===== config.mk =====
export PLATFORM = sky130hd
export DESIGN_NAME = pixel_unpacker
export DESIGN_NICKNAME = d
export VERILOG_FILES = /design/src/rtl/pxu_pkg.sv /design/src/rtl/pxu_pick.sv /design/src/rtl/pxu_expand.sv /design/src/rtl/pxu_linebytes.sv /design/src/rtl/pixel_unpacker.sv
export SDC_FILE = /design/constraint.sdc
export NUM_CORES = 1
export LEC_CHECK = 0
export BUFFER_PORTS_ARGS = -buffer_cell sky130_fd_sc_hd__buf_2
export CORE_ASPECT_RATIO = 0.75
export CORE_MARGIN = 4
export CORE_UTILIZATION = 40
export DETAILED_ROUTE_END_ITERATION = 8
export GPL_ROUTABILITY_DRIVEN = 1
export HOLD_SLACK_MARGIN = 0.12
export PLACE_DENSITY = 0.62
export SLEW_MARGIN = 0
export SYNTH_ARGS = -nofsm -noshare
export SYNTH_HDL_FRONTEND = slang
export SYNTH_HIERARCHICAL = 1
export SYNTH_SLANG_ARGS = --single-unit

===== constraint.sdc =====
create_clock -name clk -period 5.6 [get_ports clk]
set_input_delay 0.56 -clock clk [delete_from_list [all_inputs] [get_ports clk]]
set_output_delay 0.56 -clock clk [all_outputs]
set_load 0.01 [all_outputs]

===== src/rtl/pxu_pkg.sv =====
package pxu_pkg;
  localparam int WORD_W = 32;
  localparam int CNT_W  = 5;
  localparam int OFF_W  = 5;

  typedef enum logic [2:0] {
    DEP_1   = 3'd0,
    DEP_2   = 3'd1,
    DEP_4   = 3'd2,
    DEP_8   = 3'd3,
    DEP_16  = 3'd4,
    DEP_32  = 3'd5,
    DEP_565 = 3'd6,
    DEP_12  = 3'd7
  } depth_e;

  // log2 of the container stride in bits
  function automatic logic [2:0] stride_lg(input logic [2:0] m);
    case (m)
      3'd0, 3'd1, 3'd2, 3'd3: stride_lg = m;
      3'd5:                   stride_lg = 3'd5;
      default:                stride_lg = 3'd4;
    endcase
  endfunction

  function automatic logic [CNT_W-1:0] last_pix(input logic [2:0] m);
    case (m)
      3'd0:    last_pix = 5'd31;
      3'd1:    last_pix = 5'd15;
      3'd2:    last_pix = 5'd7;
      3'd3:    last_pix = 5'd3;
      3'd5:    last_pix = 5'd0;
      default: last_pix = 5'd1;
    endcase
  endfunction
endpackage


===== src/rtl/pxu_pick.sv =====
module pxu_pick
  import pxu_pkg::*;
(
  input  logic [WORD_W-1:0] word_i,
  input  logic [CNT_W-1:0]  cnt_i,
  input  logic [2:0]        mode_i,
  input  logic              byte_be_i,
  input  logic              pix_be_i,
  output logic [WORD_W-1:0] raw_o
);
  logic [WORD_W-1:0] ordered;
  logic [OFF_W-1:0]  off;
  logic [2:0]        lg;
  logic [WORD_W-1:0] shifted;

  always_comb begin
    ordered = byte_be_i ? {word_i[7:0], word_i[15:8], word_i[23:16], word_i[31:24]} : word_i;
    lg      = stride_lg(mode_i);
    off     = OFF_W'(cnt_i << lg);
    if (pix_be_i && !byte_be_i && lg < 3'd3)
      off[2:0] = 3'(4'd8 - (4'd1 << lg)) - off[2:0];
    shifted = ordered >> off;
    case (lg)
      3'd0:    raw_o = {31'd0, shifted[0]};
      3'd1:    raw_o = {30'd0, shifted[1:0]};
      3'd2:    raw_o = {28'd0, shifted[3:0]};
      3'd3:    raw_o = {24'd0, shifted[7:0]};
      3'd4:    raw_o = {16'd0, shifted[15:0]};
      default: raw_o = shifted;
    endcase
  end
endmodule


===== src/rtl/pxu_expand.sv =====
module pxu_expand
  import pxu_pkg::*;
#(
  parameter bit EXTENDED = 1'b0
) (
  input  logic [WORD_W-1:0] raw_i,
  input  logic [2:0]        mode_i,
  input  logic              bgr_i,
  input  logic [1:0]        fmt_mux_i,
  input  logic [23:0]       pal_rgb_i,
  output logic [23:0]       rgb_o
);
  logic [7:0] r, g, b;
  logic       swap, blank, indexed;

  always_comb begin
    r = '0; g = '0; b = '0;
    swap    = bgr_i;
    blank   = 1'b0;
    indexed = (mode_i <= 3'd3);
    case (mode_i)
      3'd5: begin
        r = raw_i[7:0]; g = raw_i[15:8]; b = raw_i[23:16];
      end
      3'd4: begin
        if (EXTENDED || fmt_mux_i == 2'd1) begin
          r = {raw_i[4:0], 3'b0}; g = {raw_i[9:5], 3'b0}; b = {raw_i[14:10], 3'b0};
        end else begin
          r = {raw_i[4:0], 3'b0}; g = {raw_i[10:5], 2'b0}; b = {raw_i[15:11], 3'b0};
          if (fmt_mux_i == 2'd3) swap = 1'b1;
        end
      end
      3'd6: begin
        r = {raw_i[4:0], 3'b0}; g = {raw_i[10:5], 2'b0}; b = {raw_i[15:11], 3'b0};
        blank = !EXTENDED;
      end
      3'd7: begin
        r = {raw_i[3:0], 4'b0}; g = {raw_i[7:4], 4'b0}; b = {raw_i[11:8], 4'b0};
        blank = !EXTENDED;
      end
      default: ;
    endcase
    if (indexed)    rgb_o = pal_rgb_i;
    else if (blank) rgb_o = '0;
    else if (swap)  rgb_o = {b, g, r};
    else            rgb_o = {r, g, b};
  end
endmodule


===== src/rtl/pxu_linebytes.sv =====
module pxu_linebytes #(
  parameter int LW_W = 12
) (
  input  logic            clk,
  input  logic            rst,
  input  logic [2:0]      mode_i,
  input  logic [LW_W-1:0] width_i,
  output logic [LW_W+1:0] bytes_o
);
  localparam int OUT_W = LW_W + 2;
  logic [OUT_W-1:0] nxt;

  always_comb begin
    case (mode_i)
      3'd0:    nxt = OUT_W'(width_i >> 3);
      3'd1:    nxt = OUT_W'(width_i >> 2);
      3'd2:    nxt = OUT_W'(width_i >> 1);
      3'd3:    nxt = OUT_W'(width_i);
      3'd5:    nxt = {width_i, 2'b00};
      default: nxt = {1'b0, width_i, 1'b0};
    endcase
  end

  always_ff @(posedge clk) begin
    if (rst) bytes_o <= '0;
    else     bytes_o <= nxt;
  end

  assert_line_wide_R10: assert property (@(posedge clk) disable iff (rst)
    (mode_i == 3'd5) |=> (bytes_o == {$past(width_i), 2'b00}));
  assert_line_narrow_R10: assert property (@(posedge clk) disable iff (rst)
    (mode_i == 3'd0) |=> (bytes_o == OUT_W'($past(width_i) >> 3)));
endmodule


===== src/rtl/pixel_unpacker.sv =====
module pixel_unpacker
  import pxu_pkg::*;
#(
  parameter bit EXTENDED = 1'b0,
  parameter int LW_W     = 12
) (
  input  logic               clk,
  input  logic               rst,
  input  logic [2:0]         mode_i,
  input  logic               byte_be_i,
  input  logic               pix_be_i,
  input  logic               bgr_i,
  input  logic [1:0]         fmt_mux_i,
  input  logic               word_valid_i,
  input  logic [31:0]        word_i,
  output logic               word_ready_o,
  output logic [7:0]         pal_idx_o,
  input  logic [23:0]        pal_rgb_i,
  output logic               pix_valid_o,
  output logic [23:0]        pix_rgb_o,
  input  logic [LW_W-1:0]    line_width_i,
  output logic [LW_W+1:0]    line_bytes_o
);
  logic              full_q;
  logic [WORD_W-1:0] word_q;
  logic [CNT_W-1:0]  cnt_q;
  logic              last;
  logic              take;
  logic [WORD_W-1:0] raw;
  logic [23:0]       rgb;

  assign last         = full_q && (cnt_q == last_pix(mode_i));
  assign word_ready_o = !full_q || last;
  assign take         = word_valid_i && word_ready_o;

  always_ff @(posedge clk) begin
    if (rst) begin
      full_q <= 1'b0;
      word_q <= '0;
      cnt_q  <= '0;
    end else if (take) begin
      full_q <= 1'b1;
      word_q <= word_i;
      cnt_q  <= '0;
    end else if (last) begin
      full_q <= 1'b0;
    end else if (full_q) begin
      cnt_q <= cnt_q + 1'b1;
    end
  end

  pxu_pick u_pick (
    .word_i    (word_q),
    .cnt_i     (cnt_q),
    .mode_i    (mode_i),
    .byte_be_i (byte_be_i),
    .pix_be_i  (pix_be_i),
    .raw_o     (raw)
  );

  assign pal_idx_o = raw[7:0];

  pxu_expand #(.EXTENDED(EXTENDED)) u_expand (
    .raw_i     (raw),
    .mode_i    (mode_i),
    .bgr_i     (bgr_i),
    .fmt_mux_i (fmt_mux_i),
    .pal_rgb_i (pal_rgb_i),
    .rgb_o     (rgb)
  );

  always_ff @(posedge clk) begin
    if (rst) begin
      pix_valid_o <= 1'b0;
      pix_rgb_o   <= '0;
    end else begin
      pix_valid_o <= full_q;
      pix_rgb_o   <= full_q ? rgb : '0;
    end
  end

  pxu_linebytes #(.LW_W(LW_W)) u_line (
    .clk     (clk),
    .rst     (rst),
    .mode_i  (mode_i),
    .width_i (line_width_i),
    .bytes_o (line_bytes_o)
  );

  assert_valid_follows_R2: assert property (@(posedge clk) disable iff (rst)
    full_q |=> pix_valid_o);
  assert_idle_quiet_R2: assert property (@(posedge clk) disable iff (rst)
    !full_q |=> !pix_valid_o);
  assert_hold_word_R2: assert property (@(posedge clk) disable iff (rst)
    (full_q && !last) |=> $stable(word_q));
  assert_index_pass_R3: assert property (@(posedge clk) disable iff (rst)
    (full_q && mode_i <= 3'd3) |=> (pix_rgb_o == $past(pal_rgb_i)));
  assert_blank_depth_R9: assert property (@(posedge clk) disable iff (rst)
    (!EXTENDED && full_q && mode_i[2:1] == 2'b11 && $stable(mode_i)) |=> (pix_rgb_o == 24'd0));
endmodule


==> flow_summary_export.csv <==
group,metric,value,unit
run_status,status,"completed",
timing,fmax,203,MHz
worst_hold_path,hp-class,"in2reg",
cts,cts.sinks,77,
worst_hold_path,hold_path.startpoint,"word_i[17]",
setup_path,cp_cell_sequence,"buf_2 > or4b_1 > buf_4 > ha_1 > ha_1 > xnor2_1 > mux2i_1 > xnor2_1 > or2_1 > mux2i_1 > a22o_1 > a2111oi_2 > a31o_1 > buf_2",
synth,yosysWarnings,6,
cts,cts-buffers-inserted,9,
final_layout,final_common_cell,"buf_2",
synth,netlist_area,6820,µm²
global_route,gr-total-overflow,0,
cts,ctsLongestPathBuffers,2,
setup_path,cp.required,5.04,ns
routing,ant_nets,0,
cts,clkTransAtPathRegs,0.06,ns
place,portBuffers,126,
timing,period_share,0.880,
final_layout,final_cells,1083,
final_layout,layout_common_cells,"buf_2 (126), mux2i_1 (91), dfxtp_1 (77), nand2b_1 (69), nand2_1 (68)",
timing,setup-violations-final,0,
timing,rsz0062_at_grt,"false",
routing,num_vias,6329,
synth,synthesis.nets,853,
cts,postCtsHoldBufs,0,
die,pin_count,127,
final_layout,fin_area,7710,µm²
setup_path,cp_data_arrival_time,4.37,ns
timing,setup_ws,0.673,ns
cts,cts_tree,"done",
place,gp_congestion,0.941,
timing,finalClockSkew,0.0137,ns
cts,cts-htree-levels,3,
die,start_util,0.406,
run,cap_viol_max_count,0,
routing,firstDrtPassIters,6,
setup_path,r2r-start,"cnt_q[0]",
timing,finalCriticalPeriod,4.93,ns
setup_path,end_kind,"output port",
final_layout,antenna_cells,0,
place,post-dp-hpwl,14800,µm
pwr,power_density,210,nW/µm²
pwr,leakage,0.00319,µW
setup_path,path_buf_inv,3,
setup_path,cp_top_family,"simple AND/OR/NAND/NOR gates",
global_route,grtUsageTotal,0.202,
final_layout,nNetsFinal,946,
final_layout,fin_util,0.460,
synth,avgSynthCellArea,8.85,µm²
routing,routedWlPerCell,18.3,µm
setup_path,worstPathMaxFanout,18,
timing,hold_viol,0,
place,placed_area,7440,µm²
global_route,grt_pass1_wl,31700,µm
setup_path,cp-start-kind,"input port",
timing,tightest_slew,0.811,ns
global_route,grt_pass1_vias,5775,
die,row_count,41,
setup_path,path_class,"in2out",
global_route,grt_max_degree,87,
cts,worstSkewPairLatency,0.35,ns
cts,cts_resized,0,
timing,relSlewSlack,0.458,
die,die_w,159,µm
setup_path,critical-path-max-stage-delay,0.54,ns
place,pre_cts_ws,0.717,ns
die,dieArea,19200,µm²
cts,post_cts.repair.setup_buffers,0,
timing,final.setup.tns,0,ns
die,design.core.area,16800,µm²
routing,drcViolationCount,0,
pwr,peakVddDrop,107,µV
setup_path,crit_slowest_cell,"or4b_1",
die,die_h,121,µm
synth,syn_inst,770,
routing,routed_via_density,5.84,
routing,drtIter0Drc,687,
timing,drv_slew,0,
setup_path,r2r_slack,1.14,ns
setup_path,startpoint,"mode_i[2]",
final_layout,area.growth.synth_to_final,13.2,%
routing,wirelength,19800,µm
final_layout,drive_gt1_frac,0.263,
place,post-place-cells,1067,
cts,cts.root.buffer_cell,"clkbuf_16",
global_route,antenna_found_initial,0,
state kept, by name (all words and copies together) (netlist names):
register        flops
cnt_q               5
full_q              1
pix_rgb_o          24
pix_valid_o         1
u_line/bytes_o     14
word_q             32
path summary, 6_finish.rpt:
| check | endpoint | cells after the start |
|---|---|---|
| min reg2reg | word_q[0] | 2 |
| max reg2reg | pix_rgb_o[21] | 19 |
| max | pal_idx_o[1] | 14 |
| min | word_q[17] | 3 |
worst reg2reg max path: cells and delay by family, from the launching register on:
kind                     cells  cell delay [ns]
XOR/XNOR                     2             0.34
adder cells (fa/ha/maj)      2             0.46
AND/OR/NAND/NOR              3             0.73
flip-flops                   1             0.32
multiplexers                 4             0.90
buffers and inverters        2             0.24
AO/OA/AOI/OAI                6             1.41
per-layer routing:
metal	track usage	routed length, µm	vias to the layer above
li1	-	-	3047
met1	0.311	9680	2995
met2	0.287	8290	269
met3	0.0465	1670	18
met4	0.0417	181	0
met5	0	0	-
through the flow:
stage                     hold WS (ns)  total power [µW]
after CTS                        0.444              1630
final                            0.465              1620
after detailed placement         0.505              1070
after floorplan                  0.466               938
after global routing             0.459              1710
after global placement           0.497              1070
power breakdown:
part	internal [µW]	switching (µW)	total [µW]
sequential	578	27.6	605
combinational	199	261	460
clock	315	237	552
total	1090	526	1620
layout make-up:
cell class / instances / area (µm²)
Inverter: 12 / 45.0
Clock inverter: 4 / 30.0
Sequential cell: 77 / 1540
Clock buffer: 12 / 246
Timing Repair Buffer: 148 / 796
Fill cell: 1647 / 9060
Tap cell: 215 / 269
Multi-Input combinational cell: 615 / 4790
(Power assumes the default switching activity.)
